$ cat config.mk
export PLATFORM = sky130hd
export DESIGN_NAME = ecp_ext_regs
export DESIGN_NICKNAME = d
export VERILOG_FILES = /design/src/rtl/ecp_ext_regs.sv
export SDC_FILE = /design/constraint.sdc
export NUM_CORES = 1
export LEC_CHECK = 0
export BUFFER_PORTS_ARGS = -buffer_cell sky130_fd_sc_hd__buf_2
export CAP_MARGIN = 20
export CORE_UTILIZATION = 35
export CTS_CLUSTER_DIAMETER = 80
export DETAILED_ROUTE_END_ITERATION = 8
export PLACE_DENSITY = 0.62
export SLEW_MARGIN = 5
export SYNTH_ARGS = -nofsm -noshare
export SYNTH_HDL_FRONTEND = slang
export SYNTH_SLANG_ARGS = --single-unit
$ cat constraint.sdc
create_clock -name clk -period 4.6 [get_ports clk]
set_input_delay 0.69 -clock clk [delete_from_list [all_inputs] [get_ports clk]]
set_output_delay 0.69 -clock clk [all_outputs]
set_load 0.03 [all_outputs]
$ cat src/rtl/ecp_ext_regs.sv
module ecp_ext_regs #(
  parameter int DEPTH = 2
) (
  input  logic       clk,
  input  logic       rst_n,
  input  logic [2:0] bus_addr,
  input  logic       bus_wr,
  input  logic [7:0] bus_wdata,
  input  logic       bus_rd,
  output logic [7:0] bus_rdata
);
  localparam int PW = (DEPTH > 1) ? $clog2(DEPTH) : 1;
  localparam logic [PW-1:0] LAST = PW'(DEPTH - 1);
  localparam logic [2:0] MODE_COMPAT = 3'b000;
  localparam logic [2:0] MODE_TEST   = 3'b110;
  localparam logic [1:0] ST_SOME  = 2'b00;
  localparam logic [1:0] ST_EMPTY = 2'b01;
  localparam logic [1:0] ST_FULL  = 2'b10;

  logic [2:0]    mode_q, misc_q;
  logic [1:0]    st_q;
  logic [7:0]    plain_q, cfgb_q, rdata_q;
  logic [7:0]    fifo_q [DEPTH];
  logic [PW-1:0] wptr_q, rptr_q;
  logic [7:0]    rd_mux;

  wire wr_acc    = bus_wr;
  wire rd_acc    = bus_rd & ~bus_wr;
  wire sel0      = (bus_addr == 3'd0);
  wire sel1      = (bus_addr == 3'd1);
  wire sel2      = (bus_addr == 3'd2);
  wire test_mode = (mode_q == MODE_TEST);
  wire push      = wr_acc & sel0 & test_mode & (st_q != ST_FULL);
  wire pop       = rd_acc & sel0 & test_mode & (st_q != ST_EMPTY);
  wire ecr_wr    = wr_acc & sel2;
  wire mode_chg  = ecr_wr & (bus_wdata[7:5] != mode_q);
  wire wlast     = (wptr_q == LAST);
  wire [PW-1:0] wptr_inc = wlast ? '0 : wptr_q + 1'b1;
  wire [PW-1:0] rptr_inc = (rptr_q == LAST) ? '0 : rptr_q + 1'b1;

  always_comb begin
    case (bus_addr)
      3'd0:    rd_mux = test_mode ? ((st_q == ST_EMPTY) ? 8'hFF : fifo_q[rptr_q]) : plain_q;
      3'd1:    rd_mux = cfgb_q;
      3'd2:    rd_mux = {mode_q, misc_q, st_q};
      default: rd_mux = 8'hFF;
    endcase
  end

  always_ff @(posedge clk) begin
    if (!rst_n) begin
      mode_q  <= MODE_COMPAT;
      misc_q  <= '0;
      st_q    <= ST_EMPTY;
      plain_q <= '0;
      cfgb_q  <= '0;
      rdata_q <= '0;
      wptr_q  <= '0;
      rptr_q  <= '0;
      for (int i = 0; i < DEPTH; i++) fifo_q[i] <= '0;
    end else begin
      if (wr_acc && sel0 && !test_mode) plain_q <= bus_wdata;
      if (wr_acc && sel1) cfgb_q <= bus_wdata;
      if (ecr_wr) begin
        mode_q <= bus_wdata[7:5];
        misc_q <= bus_wdata[4:2];
      end
      if (mode_chg) begin
        wptr_q <= '0;
        rptr_q <= '0;
        st_q   <= ST_EMPTY;
      end else if (push) begin
        fifo_q[wptr_q] <= bus_wdata;
        wptr_q <= wptr_inc;
        st_q   <= wlast ? ST_FULL : ST_SOME;
      end else if (pop) begin
        rptr_q <= rptr_inc;
        st_q   <= (rptr_inc == wptr_q) ? ST_EMPTY : ST_SOME;
      end
      if (rd_acc) rdata_q <= rd_mux;
    end
  end

  assign bus_rdata = rdata_q;

  AST_FLAGS_LEGAL: assert property (@(posedge clk) disable iff (!rst_n) st_q != 2'b11);
  AST_FLUSH_EMPTY: assert property (@(posedge clk) disable iff (!rst_n)
    mode_chg |=> (st_q == ST_EMPTY && wptr_q == '0 && rptr_q == '0));
  AST_PUSH_FULL_DROP: assert property (@(posedge clk) disable iff (!rst_n)
    (wr_acc && sel0 && test_mode && st_q == ST_FULL) |=> (st_q == ST_FULL && $stable(wptr_q)));
  AST_POP_EMPTY_FF: assert property (@(posedge clk) disable iff (!rst_n)
    (rd_acc && sel0 && test_mode && st_q == ST_EMPTY) |=> (bus_rdata == 8'hFF && $stable(rptr_q)));
  AST_UNMAPPED_FF: assert property (@(posedge clk) disable iff (!rst_n)
    (rd_acc && bus_addr >= 3'd3) |=> bus_rdata == 8'hFF);
  AST_PLAIN_UNTOUCHED: assert property (@(posedge clk) disable iff (!rst_n)
    (wr_acc && sel0 && test_mode) |=> $stable(plain_q));
  AST_RDATA_HOLD: assert property (@(posedge clk) disable iff (!rst_n)
    !rd_acc |=> $stable(bus_rdata));
endmodule

=== Word-level counts from Yosys, hierarchy flattened ===
Memories as Yosys holds them, arrays and structs flattened. A register that Yosys moved wholly into a read port is not among the register bits.
Index checks and enable logic that the tools add are counted.

* Add/sub/neg operators: 2
* Equal/unequal tests: 8
* Multiplexer cells: 19
* Bitwise logic cells: 12
* Reductions and logical operators: 9

{| class="wikitable"
|+ Operators with widths
! operator !! count
|-
| $mux 8 || 3
|-
| $pmux 8 s3 || 1
|-
| $mux 1 || 12
|-
| $and 1x1->1 || 9
|-
| $reduce_or 8->1 || 1
|-
| $mux 2 || 3
|-
| $eq 3x1->1 const B || 1
|-
| $eq 3x2->1 const B || 1
|-
| $eq 3x3->1 const B || 1
|-
| $logic_and 1x1->1 || 3
|-
| $logic_not 3->1 || 1
|-
| $ne 3x3->1 || 1
|-
| $not 1->1 || 3
|-
| $add 1x1->1 const B || 2
|-
| $eq 2x1->1 const B || 1
|-
| $ne 2x1->1 const B || 1
|-
| $ne 2x2->1 const B || 1
|-
| $reduce_and 2->1 || 1
|-
| $reduce_bool 2->1 || 1
|-
| $reduce_or 2->1 || 1
|-
| $eq 1x1->1 || 1
|-
| $logic_not 1->1 || 1
|}

* Register bits after elaboration: 34
* Memory bits (writable): 16
* Input bits: 15
* Output and inout bits: 8
* Memories kept: 1

{| class="wikitable"
|+ Memory list
! name !! depth !! bits a word !! read ports !! clocked after memory_dff !! wr ports !! RTL line !! text
|-
| fifo_q || 2 || 8 || 1 || 1 || 2 || 23 || <nowiki>logic [7:0] fifo_q [DEPTH];</nowiki>
|}

=== Depth between registers and ports, before layout ===
* Word-level depth: 10
* Depth in mapped cells: 6
* Gate-level depth less buffers: 4

=== Worst setup path after synthesis ===
No wires, ideal clock.

* Path kind: input to register
* Start: input port bus_addr[1]
* End: memory fifo_q[1][0] (enable)
* Setup time: 0.334 ns
* Arrival time: 1.892 ns
* Required time: 4.266 ns
* Setup slack: 2.374 ns
* Stages: 5
* Buffers on the path: 1
* Path through: buf_6 nor3_4 o2111ai_2 a211oi_4 nand2b_1

{| class="wikitable"
|+ RTL lines
! what !! RTL line !! text
|-
| start, declared || 6 || <nowiki>input logic [2:0] bus_addr,</nowiki>
|-
| end, declared || 23 ||
|}

==> results.py <==
metrics = {
    "finish": {
        "final_layout_size_suffix_gt1_share_pct": 19.1,
        "area_growth_pct": 10.3,
        "diodes": 0,
        "nets": 249,
    },
    "power_and_ir_drop": {
        "p_seq_share_pct": 54.5,
        "p_leak_nw": 0.948,
        "clockPowerShare_pct": 36.7,
        "power_density_mw_per_mm2": 335,
        "vdd_drop_max_v": 0.000175,
        "p_sw_mw": 0.204,
        "switching_share_pct": 23.1,
        "power_frac_comb_pct": 8.7,
        "power_mw": 0.885,
        "internal_power_mw": 0.680,
    },
    "clocking": {
        "cts_tree": "done",
        "cts-root-buf": "clkbuf_8",
        "htree_levels": 2,
        "cts_max_path_buffers": 2,
        "path_clk_slew_ps": 90,
        "postCtsHoldBufs": 0,
        "cts_made_buffers": 5,
        "clock_sinks": 51,
        "clk_latency_ps": 310,
        "postCtsResizedCells": 0,
        "cts_setup_buffers": 0,
    },
    "worst_setup_path": {
        "path_cells": "buf_2 -> nor4bb_2 -> nand2b_4 -> a211oi_4 -> nand2b_1",
        "cp-start-kind": "primary input",
        "crit_fanout": 19,
        "endpoint_kind": "register",
        "critPathBufInv": 1,
        "critical_path_class": "in2reg",
        "cpPeakStageDelay_ps": 870,
        "cp.required_ps": 4580,
        "path_delay_family": "simple AND/OR/NAND/NOR gates",
        "slowest_stage": "nor4bb_2",
        "worstPathArrival_ps": 2550,
    },
    "placed_design": {
        "gp_congestion": 0.747,
        "port-buffer-count": 22,
        "hpwl_mm": 3.84,
    },
    "timing": {
        "setup_tns_ps": 0,
        "setup_viol": 0,
        "fin_crit_ps": 2570,
        "worstMarginPinSlew_ps": 978,
        "fin_skew_ps": 6.82,
        "hold_viol": 0,
        "min_period_over_period_pct": 55.8,
        "maxSlewViolCount": 0,
        "max-slew-margin-rel_pct": 33.8,
        "rsz0062_at_grt": "false",
        "clock.fmax_mhz": 390,
    },
    "yosys": {
        "synth.top_cell.area_share_pct": 29.2,
        "yosysTopAreaCell": "dfxtp_1",
        "async_reset_ff_share_pct": 0,
        "syn_avg_cell_area_um2": 10.9,
        "netlist_instances": 219,
        "syn-num-nets": 234,
        "ys_top_cells_by_count": "dfxtp_1, mux2i_1, nor2b_1, o21ai_0, and2_1",
        "synth_area_mm2": 0.00240,
        "synth_edf_count": 16,
        "synth_area_leaders": "dfxtp_1, edfxtp_1, mux2i_1",
        "synth_most_common_cell": "dfxtp_1",
        "ys.flop_type": "dfxtp_1",
        "yosys_warnings": 0,
        "ys_seq_area_share_pct": 49.3,
        "synth_cell_types": 33,
        "ys_ff_latch": 51,
    },
    "worst_hold_path": {
        "hp-class": "reg2reg",
    },
    "die": {
        "core-area_mm2": 0.00649,
        "start_util_pct": 36.9,
        "ioPinCount": 23,
        "core.rowCount": 29,
        "fp.dieH_um": 84.7,
        "die_w_um": 84.7,
        "dieArea_mm2": 0.00718,
    },
    "flow_run": {
        "cap_viol_max_count": 0,
    },
    "global_routing": {
        "antenna_found_initial": 0,
        "overflow": 0,
        "track_usage_pct": 15.9,
        "grt_pass1_wl_mm": 8.43,
        "grt_max_degree": 35,
        "grt_pass1_vias": 1541,
    },
    "detailed_routing": {
        "ant_nets": 0,
        "dr.pass1.iters": 6,
        "viasPerCell": 5.13,
        "drcViolationCount": 0,
        "wire_per_inst_um": 17.1,
        "vias": 1599,
        "drtIter0Drc": 111,
        "wl_mm": 5.35,
    },
    "outcome": {
        "outcome": "completed",
    },
}
[through the flow]
step	setup slack [ps]	area, µm²	hold slack, ps	utilization [%]	std cells
floorplan	2370	2400	477	-	219
global placement	1780	2530	494	38.9	304
detailed placement	1690	2530	506	38.9	304
CTS	2000	2640	527	40.7	312
global route	1830	2640	554	40.7	312
finish	2030	2640	520	40.7	312
[power by group through the flow]
stage                     Combinational (mW)  Clock [mW]  Sequential (mW)
final                                 0.0773       0.325            0.482
after global routing                  0.0838       0.348            0.484
after CTS                             0.0779       0.329            0.483
after detailed placement              0.0777           0            0.493
after global placement                0.0769           0            0.493
after floorplan                       0.0419           0            0.501
[per-layer routing]
layer	routed length (µm)	global-route usage [%]	vias to the layer above
li1	-	-	808
met1	2630	21.5	756
met2	2430	24.5	28
met3	195	3.93	7
met4	89	6.01	0
met5	0	0	-
[path summary, 6_finish.rpt]
path | slack (ps) | cells past startpoint | startpoint | to
max | 2030 | 5 | bus_addr[0] | fifo_q[0][0]$_SDFFCE_PN0P_
min | 520 | 2 | plain_q[2]$_SDFFE_PN0P_ | plain_q[2]$_SDFFE_PN0P_
max reg2reg | 2040 | 4 | mode_q[1]$_SDFFE_PN0P_ | fifo_q[0][0]$_SDFFCE_PN0P_
min reg2reg | 520 | 2 | plain_q[2]$_SDFFE_PN0P_ | plain_q[2]$_SDFFE_PN0P_
[flip-flops by register name (all words and copies together), names as in the netlist, named ones only]
signal,flops
plain_q,8
cfgb_q,8
bus_rdata,8
rptr_q,1
st_q,2
fifo_q,16
wlast,1
misc_q,3
mode_q,3
[placed cells by master (no fill, tap or decap)]
master / synthesis / layout
dfxtp_1: 35 / 35
mux2i_1: 30 / 30
nor2b_1: 22 / 22
buf_2: 3 / 22
o21ai_0: 18 / 18
and2_1: 17 / 17
edfxtp_1: 16 / 16
nand2_1: 10 / 10
a31oi_1: 8 / 8
o221a_2: 8 / 8
nand3_1: 7 / 7
clkbuf_8: 0 / 6
xnor2_1: 5 / 5
nor2_1: 5 / 5
nand2b_1: 4 / 4
nand4_1: 2 / 2
inv_1: 2 / 2
nor3_4: 2 / 2
a211oi_4: 2 / 2
a21oi_1: 2 / 2
nor4bb_2: 1 / 1
nand2b_4: 1 / 1
and3b_1: 1 / 1
o2111ai_2: 1 / 1
and2b_1: 1 / 1
o211ai_1: 1 / 1
nand3b_1: 1 / 1
a21o_1: 1 / 1
a31o_1: 1 / 1
xor2_1: 1 / 1
bufinv_16: 0 / 1
clkinv_2: 0 / 1
[cell families after synthesis]
group / synth area share (%)
xor gates and xnor gates: 2.19
AOI/OAI and AO/OA: 13.3
buffers and inverters: 3.50
DFF: 49.3
and+or+nand+nor: 19.2
muxes: 12.5
[tightest hold or removal path, cell delays in order, from the launching register on]
cell and delay, ps:
dfxtp_1 330, mux2i_1 60, nor2b_1 90
[cell type report]
cell class	count	area [µm²]
fillers	636	3850
flip-flops and latches	51	1180
multi-input cells	152	1130
repair buffers	22	110
well taps	77	96.3
clock buffers	6	82.6
clock inverters	2	35.0
inverters	2	7.51
Power figures use the tool's default switching activity.
